[src/rtl/irq_ctrl_pkg.sv]
// Shared types of the interrupt controller.
// Assumes the core encodes the completed instruction kind in two bits.
package irq_ctrl_pkg;

    typedef enum logic [1:0] {
        KIND_PLAIN = 2'd0,
        KIND_SEI   = 2'd1,
        KIND_CLI   = 2'd2,
        KIND_RETI  = 2'd3
    } insn_kind_e;

    typedef enum logic {
        GATE_IDLE  = 1'b0,
        GATE_ENTRY = 1'b1
    } gate_state_e;

endpackage

[src/rtl/irq_src_bank.sv]
// Per-source request storage and register bus.
// Event-type sources hold a sticky pending bit. Set wins over a clear in
// the same cycle. Condition-type sources pass the live input.
// Assumes the register bus writes complete in one cycle.
module irq_src_bank #(
    parameter int unsigned          N_SRC      = 6,
    parameter logic [N_SRC-1:0]     LEVEL_MASK = '0,
    localparam int unsigned         SEL_W      = (N_SRC > 1) ? $clog2(N_SRC) : 1
) (
    input  logic               clk,
    input  logic               rst_n,
    input  logic [N_SRC-1:0]   src_i,
    input  logic               reg_we_i,
    input  logic               reg_sel_i,
    input  logic [N_SRC-1:0]   reg_wdata_i,
    input  logic               serve_i,
    input  logic [SEL_W-1:0]   serve_idx_i,
    output logic [N_SRC-1:0]   req_o,
    output logic [N_SRC-1:0]   rdata_o
);

    logic [N_SRC-1:0] en_q;
    logic [N_SRC-1:0] pend_q;
    logic [N_SRC-1:0] pend_view;

    // Per-source enable register, replaced on write.
    always_ff @(posedge clk) begin
        if (!rst_n)
            en_q <= '0;
        else if (reg_we_i && !reg_sel_i)
            en_q <= reg_wdata_i;
    end

    // One storage slice per source; the kind of source picks the variant.
    for (genvar i = 0; i < N_SRC; i++) begin : g_src
        if (LEVEL_MASK[i]) begin : g_level
            // Condition-type: no storage at all.
            assign pend_q[i] = 1'b0;
        end else begin : g_event
            logic flag_q;
            logic clr;
            // Clear by service or by a written one.
            assign clr = (serve_i && (serve_idx_i == SEL_W'(i)))
                       || (reg_we_i && reg_sel_i && reg_wdata_i[i]);
            // Sticky flag: a new event dominates any clear.
            always_ff @(posedge clk) begin
                if (!rst_n)
                    flag_q <= 1'b0;
                else
                    flag_q <= (flag_q && !clr) || src_i[i];
            end
            assign pend_q[i] = flag_q;
        end
    end

    // Pending view: stored events plus live conditions.
    assign pend_view = pend_q | (src_i & LEVEL_MASK);

    // Requests that pass their own enable.
    assign req_o = pend_view & en_q;

    // Register read mux.
    assign rdata_o = reg_sel_i ? pend_view : en_q;

endmodule

[src/rtl/irq_prio_pick.sv]
// Fixed-ranking selector: the lowest set index wins.
// Assumes requests are already masked by the per-source enables.
module irq_prio_pick #(
    parameter int unsigned  N_SRC = 6,
    localparam int unsigned SEL_W = (N_SRC > 1) ? $clog2(N_SRC) : 1
) (
    input  logic [N_SRC-1:0] req_i,
    output logic             any_o,
    output logic [SEL_W-1:0] idx_o
);

    // Scan from the top so the lowest index is written last.
    always_comb begin
        idx_o = '0;
        for (int i = N_SRC - 1; i >= 0; i--) begin
            if (req_i[i])
                idx_o = SEL_W'(i);
        end
    end

    assign any_o = |req_i;

endmodule

[src/rtl/irq_gate_ctrl.sv]
// Global enable tracking, boundary gating and the entry sequence.
// Assumes insn_done_i pulses once per completed instruction and that
// sleep_i is raised only after the sleep instruction has completed.
module irq_gate_ctrl
    import irq_ctrl_pkg::*;
#(
    parameter int unsigned  N_SRC     = 6,
    parameter int unsigned  ENTRY_CYC = 4,
    parameter int unsigned  WAKE_CYC  = 4,
    localparam int unsigned SEL_W     = (N_SRC > 1) ? $clog2(N_SRC) : 1,
    localparam int unsigned VEC_W     = $clog2(N_SRC + 1),
    localparam int unsigned CNT_W     = $clog2(ENTRY_CYC + WAKE_CYC + 1)
) (
    input  logic             clk,
    input  logic             rst_n,
    input  logic             insn_done_i,
    input  insn_kind_e       kind_i,
    input  logic             sleep_i,
    input  logic             any_i,
    input  logic [SEL_W-1:0] idx_i,
    output logic             take_o,
    output logic             stall_o,
    output logic             vec_valid_o,
    output logic [VEC_W-1:0] vec_o,
    output logic             gie_o
);

    gate_state_e      state_q;
    logic             gie_q;
    logic             hold_q;
    logic [CNT_W-1:0] cnt_q;
    logic [VEC_W-1:0] vec_q;
    logic             idle;
    logic             plain_bnd;
    logic             wake_bnd;

    assign idle      = (state_q == GATE_IDLE);
    assign plain_bnd = insn_done_i && (kind_i == KIND_PLAIN);
    assign wake_bnd  = !insn_done_i && sleep_i && !hold_q;

    // Accept decision for this cycle.
    assign take_o = idle && gie_q && any_i && (plain_bnd || wake_bnd);

    // Global enable bit.
    always_ff @(posedge clk) begin
        if (!rst_n)
            gie_q <= 1'b0;
        else if (take_o)
            gie_q <= 1'b0;
        else if (idle && insn_done_i) begin
            case (kind_i)
                KIND_SEI, KIND_RETI: gie_q <= 1'b1;
                KIND_CLI:            gie_q <= 1'b0;
                default:             gie_q <= gie_q;
            endcase
        end
    end

    // Holds off a wake until one instruction has followed enable or return.
    always_ff @(posedge clk) begin
        if (!rst_n)
            hold_q <= 1'b0;
        else if (idle && insn_done_i)
            hold_q <= (kind_i == KIND_SEI) || (kind_i == KIND_RETI);
    end

    // Entry sequencer: counts the stall and emits the vector at the end.
    always_ff @(posedge clk) begin
        if (!rst_n) begin
            state_q <= GATE_IDLE;
            cnt_q   <= '0;
            vec_q   <= '0;
        end else if (take_o) begin
            state_q <= GATE_ENTRY;
            cnt_q   <= wake_bnd ? CNT_W'(ENTRY_CYC + WAKE_CYC - 1)
                                : CNT_W'(ENTRY_CYC - 1);
            vec_q   <= VEC_W'(idx_i) + VEC_W'(1);
        end else if (!idle) begin
            if (cnt_q == '0)
                state_q <= GATE_IDLE;
            else
                cnt_q <= cnt_q - CNT_W'(1);
        end
    end

    assign stall_o     = !idle;
    assign vec_valid_o = !idle && (cnt_q == '0);
    assign vec_o       = vec_q;
    assign gie_o       = gie_q;

endmodule

[src/rtl/irq_ctrl_unit.sv]
// Top of the interrupt controller: source bank, ranking, gating.
// Assumes one clock domain shared with the core and registers that are
// written only through the local bus.
module irq_ctrl_unit
    import irq_ctrl_pkg::*;
#(
    parameter int unsigned      N_SRC      = 6,
    parameter logic [N_SRC-1:0] LEVEL_MASK = 6'b110000,
    parameter int unsigned      ENTRY_CYC  = 4,
    parameter int unsigned      WAKE_CYC   = 4,
    localparam int unsigned     SEL_W      = (N_SRC > 1) ? $clog2(N_SRC) : 1,
    localparam int unsigned     VEC_W      = $clog2(N_SRC + 1)
) (
    input  logic             clk,
    input  logic             rst_n,
    input  logic [N_SRC-1:0] src_i,
    input  logic             reg_we_i,
    input  logic             reg_sel_i,
    input  logic [N_SRC-1:0] reg_wdata_i,
    output logic [N_SRC-1:0] reg_rdata_o,
    input  logic             insn_done_i,
    input  logic [1:0]       insn_kind_i,
    input  logic             sleep_i,
    output logic             take_o,
    output logic             stall_o,
    output logic             vec_valid_o,
    output logic [VEC_W-1:0] vec_o,
    output logic             gie_o
);

    logic [N_SRC-1:0] req;
    logic             any_req;
    logic [SEL_W-1:0] win_idx;
    insn_kind_e       kind;

    assign kind = insn_kind_e'(insn_kind_i);

    irq_src_bank #(
        .N_SRC      (N_SRC),
        .LEVEL_MASK (LEVEL_MASK)
    ) u_bank (
        .clk         (clk),
        .rst_n       (rst_n),
        .src_i       (src_i),
        .reg_we_i    (reg_we_i),
        .reg_sel_i   (reg_sel_i),
        .reg_wdata_i (reg_wdata_i),
        .serve_i     (take_o),
        .serve_idx_i (win_idx),
        .req_o       (req),
        .rdata_o     (reg_rdata_o)
    );

    irq_prio_pick #(
        .N_SRC (N_SRC)
    ) u_pick (
        .req_i (req),
        .any_o (any_req),
        .idx_o (win_idx)
    );

    irq_gate_ctrl #(
        .N_SRC     (N_SRC),
        .ENTRY_CYC (ENTRY_CYC),
        .WAKE_CYC  (WAKE_CYC)
    ) u_gate (
        .clk         (clk),
        .rst_n       (rst_n),
        .insn_done_i (insn_done_i),
        .kind_i      (kind),
        .sleep_i     (sleep_i),
        .any_i       (any_req),
        .idx_i       (win_idx),
        .take_o      (take_o),
        .stall_o     (stall_o),
        .vec_valid_o (vec_valid_o),
        .vec_o       (vec_o),
        .gie_o       (gie_o)
    );

endmodule

[config.mk]
export PLATFORM = sky130hd
export DESIGN_NAME = irq_ctrl_unit
export DESIGN_NICKNAME = d
export VERILOG_FILES = /design/src/rtl/irq_ctrl_pkg.sv /design/src/rtl/irq_src_bank.sv /design/src/rtl/irq_prio_pick.sv /design/src/rtl/irq_gate_ctrl.sv /design/src/rtl/irq_ctrl_unit.sv
export SDC_FILE = /design/constraint.sdc
export NUM_CORES = 1
export LEC_CHECK = 0
export CAP_MARGIN = 15
export CELL_PAD_IN_SITES_DETAIL_PLACEMENT = 0
export CELL_PAD_IN_SITES_GLOBAL_PLACEMENT = 1
export CORE_MARGIN = 10
export CORE_UTILIZATION = 31
export CTS_CLUSTER_SIZE = 24
export DETAILED_ROUTE_END_ITERATION = 8
export PLACE_DENSITY = 0.71
export SETUP_SLACK_MARGIN = 0.5
export SLEW_MARGIN = 20
export SYNTH_ARGS = -nofsm -noshare
export SYNTH_HDL_FRONTEND = slang
export SYNTH_SLANG_ARGS = --single-unit
export TNS_END_PERCENT = 1
[constraint.sdc]
create_clock -name clk -period 1.5 [get_ports clk]
set_input_delay 0.3 -clock clk [delete_from_list [all_inputs] [get_ports clk]]
set_output_delay 0.3 -clock clk [all_outputs]
set_load 0.02 [all_outputs]
# Word-level counts from Yosys, hierarchy flattened
# Cells that the tools add are included.
totals:
  regBits: 20
  latch_bits: 0
  ramBits: 0
  romBits: 0
  in_bits: 20
  out_inout_bits: 13
  word_cells: 87
  mem_count: 0
op_classes:
  addsub: 2
  n_mul: 0
  n_div: 0
  n_lt_le_gt_ge: 0
  eq_ne: 7
  shift: 0
  mux: 15
  n_bitwise: 4
  n_reduce_logical: 49
op_table:
  columns: ["operator", "n"]
  rows:
  - ["1-bit logical AND", 22]
  - ["3-bit two-way mux", 7]
  - ["4-bit two-way mux", 3]
  - ["1-bit logical OR", 10]
  - ["1-bit zero test", 7]
  - ["6-bit AND", 1]
  - ["3-bit by 2-bit == test with 1-bit output, second input constant", 2]
  - ["6-bit two-way mux", 1]
  - ["4-bit by 6-bit OR with 6-bit output", 1]
  - ["6-bit OR reduction", 1]
  - ["2-bit == test, second input constant", 2]
  - ["4-bit zero test", 1]
  - ["2-bit AND reduction", 2]
  - ["2-bit nonzero test", 2]
  - ["2-bit OR reduction", 2]
  - ["4-bit by 1-bit subtractor with 4-bit output, second input constant", 1]
  - ["3-bit by 1-bit adder with 3-bit output, second input constant", 1]
  - ["3-bit by 1-bit == test with 1-bit output, second input constant", 1]
  - ["3-bit zero test", 1]
  - ["1-bit two-way mux", 3]
  - ["2-bit by 1-bit == test with 1-bit output, second input constant", 1]
  - ["2-bit zero test", 1]
  - ["2-bit inequality test, second input constant", 1]
  - ["1-bit NOT", 2]
  - ["1-bit one-hot mux with 2 select lines", 1]

# Logic depth before layout (Yosys ltp)
# Gate-level depths: netlist of run 1.
depth:
  ltp_word: 14
  ltp_mapped: 7
  ltp_nobuf: 7

# Cells and area by module
# Synthesis of run 1 repeated with hierarchy kept, for this count alone.
hier_totals:
  cells_unflattened: 118
  area_unflattened_um2: 1079.8
modules_own_cells:
  columns: ["module", "instances", "cells_per_inst", "area_per_inst_um2"]
  rows:
  - ["irq_src_bank", 1, 55, 528.0]
  - ["irq_gate_ctrl", 1, 53, 499.2]
  - ["irq_prio_pick", 1, 10, 52.6]

# Least setup slack after synthesis of run 1
# OpenSTA, ideal clock, no wires.
synth_timing:
  path_kind: "register -> register"
  from: "reg u_gate.cnt_q[0]"
  to: "reg u_gate.cnt_q[1]"
  setup_time_ps: 71
  t_arrival_ps: 1568
  setup_slack_ps: -139
  stages_incl_launch_ff: 7
  path_buffers: 0
  period_less_slack_ps: 1639
  cell_sequence: "dfxtp_1 > inv_1 > ha_1 > or3b_2 > nand2_1 > mux2_2 > a21oi_1"
synth_via:
  elab_chain_len: 4
  word_cells_on_any_way: 7
  classes_between: "1 x add/sub; 1 x eq/ne; 3 x mux; 2 x reduce/logical"
synth_lines:
  columns: ["element", "line_no", "source"]
  rows:
  - ["start: declaration", "irq_gate_ctrl.sv:31", "logic [CNT_W-1:0] cnt_q;"]
  - ["start signal: assignment", "irq_gate_ctrl.sv:75", "cnt_q <= wake_bnd ? CNT_W'(ENTRY_CYC + WAKE_CYC - 1)"]
  - ["start signal: assignment", "irq_gate_ctrl.sv:82", "cnt_q <= cnt_q - CNT_W'(1);"]
  - ["4-bit by 1-bit subtractor with 4-bit output", "irq_gate_ctrl.sv:82", null]
  - ["4-bit two-way mux", "irq_gate_ctrl.sv:79", "if (cnt_q == '0)"]
  - ["4-bit two-way mux", "irq_gate_ctrl.sv:78", "end else if (!idle) begin"]
  - ["4-bit two-way mux", "irq_gate_ctrl.sv:73", "end else if (take_o) begin"]
# Parallel ways exist; a longest one is shown, timed or not. The select of a mux whose other input is x is not followed.
# A chain may end at the register's enable or synchronous reset.

# Worst setup path after layout of run 1
layout_timing:
  from: "reg u_bank.en_q[4]"
  to: "out take_o"
layout_via:
  elab_chain_len: 4
layout_lines:
  columns: ["element", "line_no", "source"]
  rows:
  - ["start: declaration", "irq_src_bank.sv:22", "logic [N_SRC-1:0] en_q;"]
  - ["start signal: assignment", "irq_src_bank.sv:31", "en_q <= reg_wdata_i;"]
  - ["6-bit AND", "irq_src_bank.sv:60", "assign req_o = pend_view & en_q;"]
  - ["6-bit OR reduction", "irq_prio_pick.sv:21", "assign any_o = |req_i;"]
  - ["1-bit logical AND (2 in series)", "irq_gate_ctrl.sv:42", "assign take_o = idle && gie_q && any_i && (plain_bnd || wake_bnd);"]
  - ["end: declaration", "irq_ctrl_unit.sv:24", "output logic take_o,"]
# Every way passes these cells.

==> results.cfg, run 1 <==
[timing]
slew_headroom = 0.826
hold_violations = 0
fin_crit_sh = 1.24
setup_viol = 13
fin_skew_ps = 6.26
min_period_ps = 1860
tightest_slew_ps = 261
fin_tns_setup_ps = -1150
fin_ws_ps = -363
max_freq_mhz = 537
slew_viol_final = 0
rsz0062_at_grt = yes

[pwr]
seq_power_share = 0.421
power.total_w = 0.00135
pwr-share-clk = 0.333
pwr-share-comb = 0.246
switchingPower_w = 0.000341
swShare = 0.252
power_leakage_nw = 0.864
p_int_w = 0.00101
peakVddDrop_mv = 0.384
power.density_nw_per_um2 = 706

[setup_path]
critPathLaunch = u_bank.en_q[4]
critPathKind = reg -> out
endpoint = take_o
crit_arrival_ps = 1560
startpoint_type = register
reg2reg_depth = 6
timing.rr.start = u_bank.en_q[4]
reg2reg_slack_ps = -90
r2r_end = u_bank.g_src[3].g_event.flag_q
crit_fanout = 2
cp_data_required_time_ps = 1200
crit_path_end_kind = primary output

[die]
initial_core_util = 0.327
dieWidth_um = 80.1
rows = 21
ios = 33
fp.coreArea_sq_um = 3420
dieHeight_um = 80.1
die_area_sq_um = 6410

[synth]
ys_types = 34
syn_avg_cell_area_sq_um = 9.09
syn_area_sq_um = 1120
synth-async-reset-ratio = 0
syn_nets = 149
ys.flop_type = dfxtp_1
yosys_register_bits = 20
netlist_instances = 123
yosysSeqAreaShare = 0.358
synth_edf_count = 0
yosysWarnings = 0

[layout]
nets = 220
multi_input_area_sq_um = 756
final_cells = 239
ff_latch_area_sq_um = 414
synthToLayoutAreaGrowth_pct = 71.3
drive_above_1_share = 0.503
fill_cells = 342
final_common_cell = buf_4
diodes = 0
final_cell_area_sq_um = 1920
final_cell_mix = buf_4, clkdlybuf4s50_1, buf_6, dfxtp_2, dfxtp_1

[placed_design]
place_inst = 234
dp_hpwl_um = 2760
placed_cell_area_sq_um = 1800
gp_congestion = 0.786
port_buffers = 32

[min_path]
min_path_type = in -> reg
whs_path_depth = 4
hp-start = insn_kind_i[0]

[detailed_routing]
via_per_inst = 4.79
routedWlPerCell_um = 14.7
drt_wl_total_um = 3520
drt_iter0_markers = 44
detail-route-antenna-nets = 0
drc = 0
drt_pass1_iterations = 4
via_count = 1144

[status]
outcome = finished with violations
violations = setup timing

[global_route]
grt_pass1_vias = 1236
gr-total-overflow = 0
grt.total_usage = 0.113
antenna_found_initial = 0
grt_max_degree = 16
grt_pass1_wl_um = 5840

[clock_tree]
clk_latency_ps = 310
cts_buffer_depth = 2
clk_pin_slew_ps = 130
cts_root_buffer = clkbuf_4
htreeDepth = 1
cts_made_buffers = 3
clock-sinks = 20
cts_tree = built

[flow_run]
max_cap_violations = 0
[synthesized netlist by cell type (3+ instances only)]
cell type	number	area share
clkbuf_1	3	0.010
nand2_1	9	0.030
o21a_1	3	0.020
ha_1	6	0.067
mux2i_1	7	0.063
a21oi_1	8	0.036
nor3_1	4	0.018
nand3_1	9	0.040
mux2_2	7	0.070
inv_1	7	0.023
a22o_1	3	0.023
a31oi_1	3	0.017
dfxtp_1	20	0.36
nor2_1	8	0.027
[worst max-delay path, cell delays in order (launching register included)]
cell and delay, ps:
dfxtp_2 340, a22o_1 250, or3_4 410, nand2_4 110, inv_8 30, buf_6 120
[power by group through the flow]
stage	registers [W]	logic, W	clock network [W]
2_1_floorplan	0.000584	0.000137	0
3_3_place_gp	0.000576	0.000316	0
3_5_place_dp	0.000577	0.000320	0
4_1_cts	0.000567	0.000313	0.000473
5_1_grt	0.000574	0.000360	0.000495
6_report	0.000569	0.000333	0.000450
[kinds of logic (layout without fill, tap and decap cells)]
| group | Yosys count | in the layout | synth area share |
|---|---|---|---|
| simple gates | 42 | 42 | 0.199 |
| compound gates | 27 | 27 | 0.182 |
| xor+xnor | 2 | 2 | 0.0157 |
| fa+ha+maj | 6 | 6 | 0.0671 |
| flops | 20 | 20 | 0.358 |
| mux | 14 | 14 | 0.133 |
| buf+inv | 12 | 82 | 0.0447 |
[worst min-delay path by stage]
stage | end | slack, ps
after global placement | u_gate.hold_q | 480
after floorplan | u_bank.g_src[0].g_event.flag_q | 420
after global routing | u_gate.gie_o | 500
final | u_gate.hold_q | 490
after CTS | u_gate.hold_q | 480
after detailed placement | u_gate.hold_q | 500
[per-stage QoR]
step	hold WS, ps	utilization	setup WS [ps]
3_3_place_gp	482	0.526	-872
6_report	489	0.561	-363
5_1_grt	498	0.561	-420
2_1_floorplan	418	-	65.7
3_5_place_dp	504	0.526	-889
4_1_cts	480	0.540	-382
[layout make-up]
cell class / instances / area share
timing repair buffer: 69 / 0.310
sequential: 20 / 0.216
tap: 46 / 0.0300
clock buffer: 3 / 0.0118
inverter: 9 / 0.0216
clock inverter: 1 / 0.0157
multi-input combinational: 91 / 0.395
[sequential cells by signal (all words and copies together) (netlist names)]
signal,cells
u_gate.vec_o,3
u_gate.cnt_q,4
u_gate.gie_o,1
u_bank.g_src.g_event.flag_q,4
u_bank.en_q,6
u_gate.stall_o,1
u_gate.hold_q,1
[what timing repair did]
item                                    4_1_cts  5_1_grt
gates resized for setup                      78       26
endpoints found under the setup margin       33       33
setup buffers                                 0        1
pin swaps                                     7        7
hold buffers                                  0        0
[layer usage]
layer / wire length, um / vias to the layer above / track usage
met4: 41 / 0 / 0.0423
li1: - / 582 / -
met3: 152 / 2 / 0.0223
met1: 1540 / 538 / 0.131
met5: 0 / - / 0
met2: 1780 / 22 / 0.198
(Power assumes the default switching activity.)
==> inputs of run 2 (changes only) <==
CORE_MARGIN = 2   (was 10)
==> results.cfg, run 2 (synthesized netlist as in run 1, its figures left out) <==
[setup_path]
reg2reg_depth = 8
reg2reg_slack_ps = -290
startpoint_type = register
critPathKind = reg -> out
crit_fanout = 3
critPathLaunch = u_bank.en_q[4]
cp_data_required_time_ps = 1200
crit_path_end_kind = primary output
timing.rr.start = u_bank.en_q[4]
r2r_end = u_bank.g_src[3].g_event.flag_q
crit_arrival_ps = 1580

[pwr]
power_leakage_nw = 0.911
peakVddDrop_mv = 0.266
power.density_nw_per_um2 = 625

[layout]
diodes = 0
largest_reg_flops = 6
multi_input_area_sq_um = 758
final_cells = 246
final_cell_mix = buf_4, buf_6, clkdlybuf4s50_1, dfxtp_1
final_core_util = 0.581
ff_latch_area_sq_um = 412
synthToLayoutAreaGrowth_pct = 76.0
regMostFlops = u_bank.en_q
final_cell_area_sq_um = 1970
final_common_cell = buf_4
fill_cells = 299
nets = 227
reg.largest.list = u_bank.en_q (6), u_bank.g_src.g_event.flag_q (4), u_gate.cnt_q (4)
drive_above_1_share = 0.515

[timing]
slew_viol_final = 0
max_freq_mhz = 531
fin_ws_ps = -385
min_period_ps = 1880
setup_viol = 16
hold_violations = 0
tightest_slew_ps = 248
fin_skew_ps = 5.77
fin_crit_sh = 1.26
slew_headroom = 0.835
rsz0062_at_grt = yes

[global_route]
antenna_found_initial = 0
grt_pass1_vias = 1295
grt_max_degree = 12
grt.total_usage = 0.166
gr-total-overflow = 0
grt_pass1_wl_um = 5550

[clock_tree]
cts_root_buffer = clkbuf_4
cts_tree = built
cts_made_buffers = 3
htreeDepth = 1
clk_pin_slew_ps = 120
clock-sinks = 20
cts_buffer_depth = 2
clk_latency_ps = 300

[min_path]
min_to = u_gate.hold_q
whs_path_depth = 4
min_path_type = in -> reg
hp-start = insn_kind_i[0]

[die]
die_area_sq_um = 4100
dieHeight_um = 64.1
ios = 33
dieWidth_um = 64.1
fp.coreArea_sq_um = 3390
rows = 21
initial_core_util = 0.330

[placed_design]
gp_congestion = 0.846
place_inst = 235
port_buffers = 32
placed_cell_area_sq_um = 1800
dp_hpwl_um = 2460

[flow_run]
max_cap_violations = 0

[detailed_routing]
routedWlPerCell_um = 13.0
via_count = 1172
drt_wl_total_um = 3210
via_per_inst = 4.76
drc = 0
drt_pass1_iterations = 4
drt_iter0_markers = 41
detail-route-antenna-nets = 0

[status]
outcome = finished with violations
violations = setup timing
==> run 2: critical path, stage by stage, from the launching register on <==
cell     delay (ps)
dfxtp_2         350
a22o_1          260
or3_4           420
nand2_4         110
inv_8            30
buf_6           120
==> run 2: layout make-up <==
class	count	share of cell area
Multi-Input combinational cell	91	0.385
Tap cell	46	0.0292
Clock buffer	4	0.0184
Sequential cell	20	0.209
Inverter	9	0.0210
Timing Repair Buffer	76	0.337
==> run 2: metal layers <==
layer / part of all wire / global-route usage / wire length (um) / up-vias
li1: - / - / - / 593
met1: 0.43 / 0.182 / 1360 / 554
met2: 0.53 / 0.329 / 1700 / 25
met3: 0.043 / 0.0335 / 139 / 0
met4: 0 / 0.0245 / 0 / 0
met5: 0 / 0 / 0 / -
==> run 2: metrics by stage <==
step | hold WS, ps | TNS, ps | worst slack, ps | power [W]
floorplan | 418 | 0 | 65.7 | 0.000721
global placement | 494 | -12080 | -865 | 0.000892
detailed placement | 513 | -12940 | -872 | 0.000897
CTS | 523 | -1950 | -370 | 0.00123
global route | 455 | -3920 | -435 | 0.00129
finish | 397 | -2920 | -385 | 0.00123
==> run 2: how the worst max path moves through the flow <==
stage | to | depth (start not counted) | slack [ps]
3_5_place_dp | take_o | 6 | -870
5_1_grt | take_o | 5 | -440
3_3_place_gp | take_o | 6 | -860
2_1_floorplan | take_o | 4 | 70
4_1_cts | take_o | 5 | -370
6_report | take_o | 5 | -380
==> run 2: report_power, final <==
group / total, W / switching, W / internal (W)
Sequential: 0.000569 / 0.0000140 / 0.000555
Combinational: 0.000337 / 0.000146 / 0.000191
Clock: 0.000325 / 0.000177 / 0.000148
Total: 0.00123 / 0.000337 / 0.000894
==> run 2: what timing repair did <==
item                                    in CTS  in global routing
endpoints found under the setup margin      33                 33
pin swaps                                    7                  8
buffers inserted                             3                  4
hold endpoints to repair                     0                  0
resized for setup                           93                 16
hold buffers                                 0                  0
cloned                                       0                  0
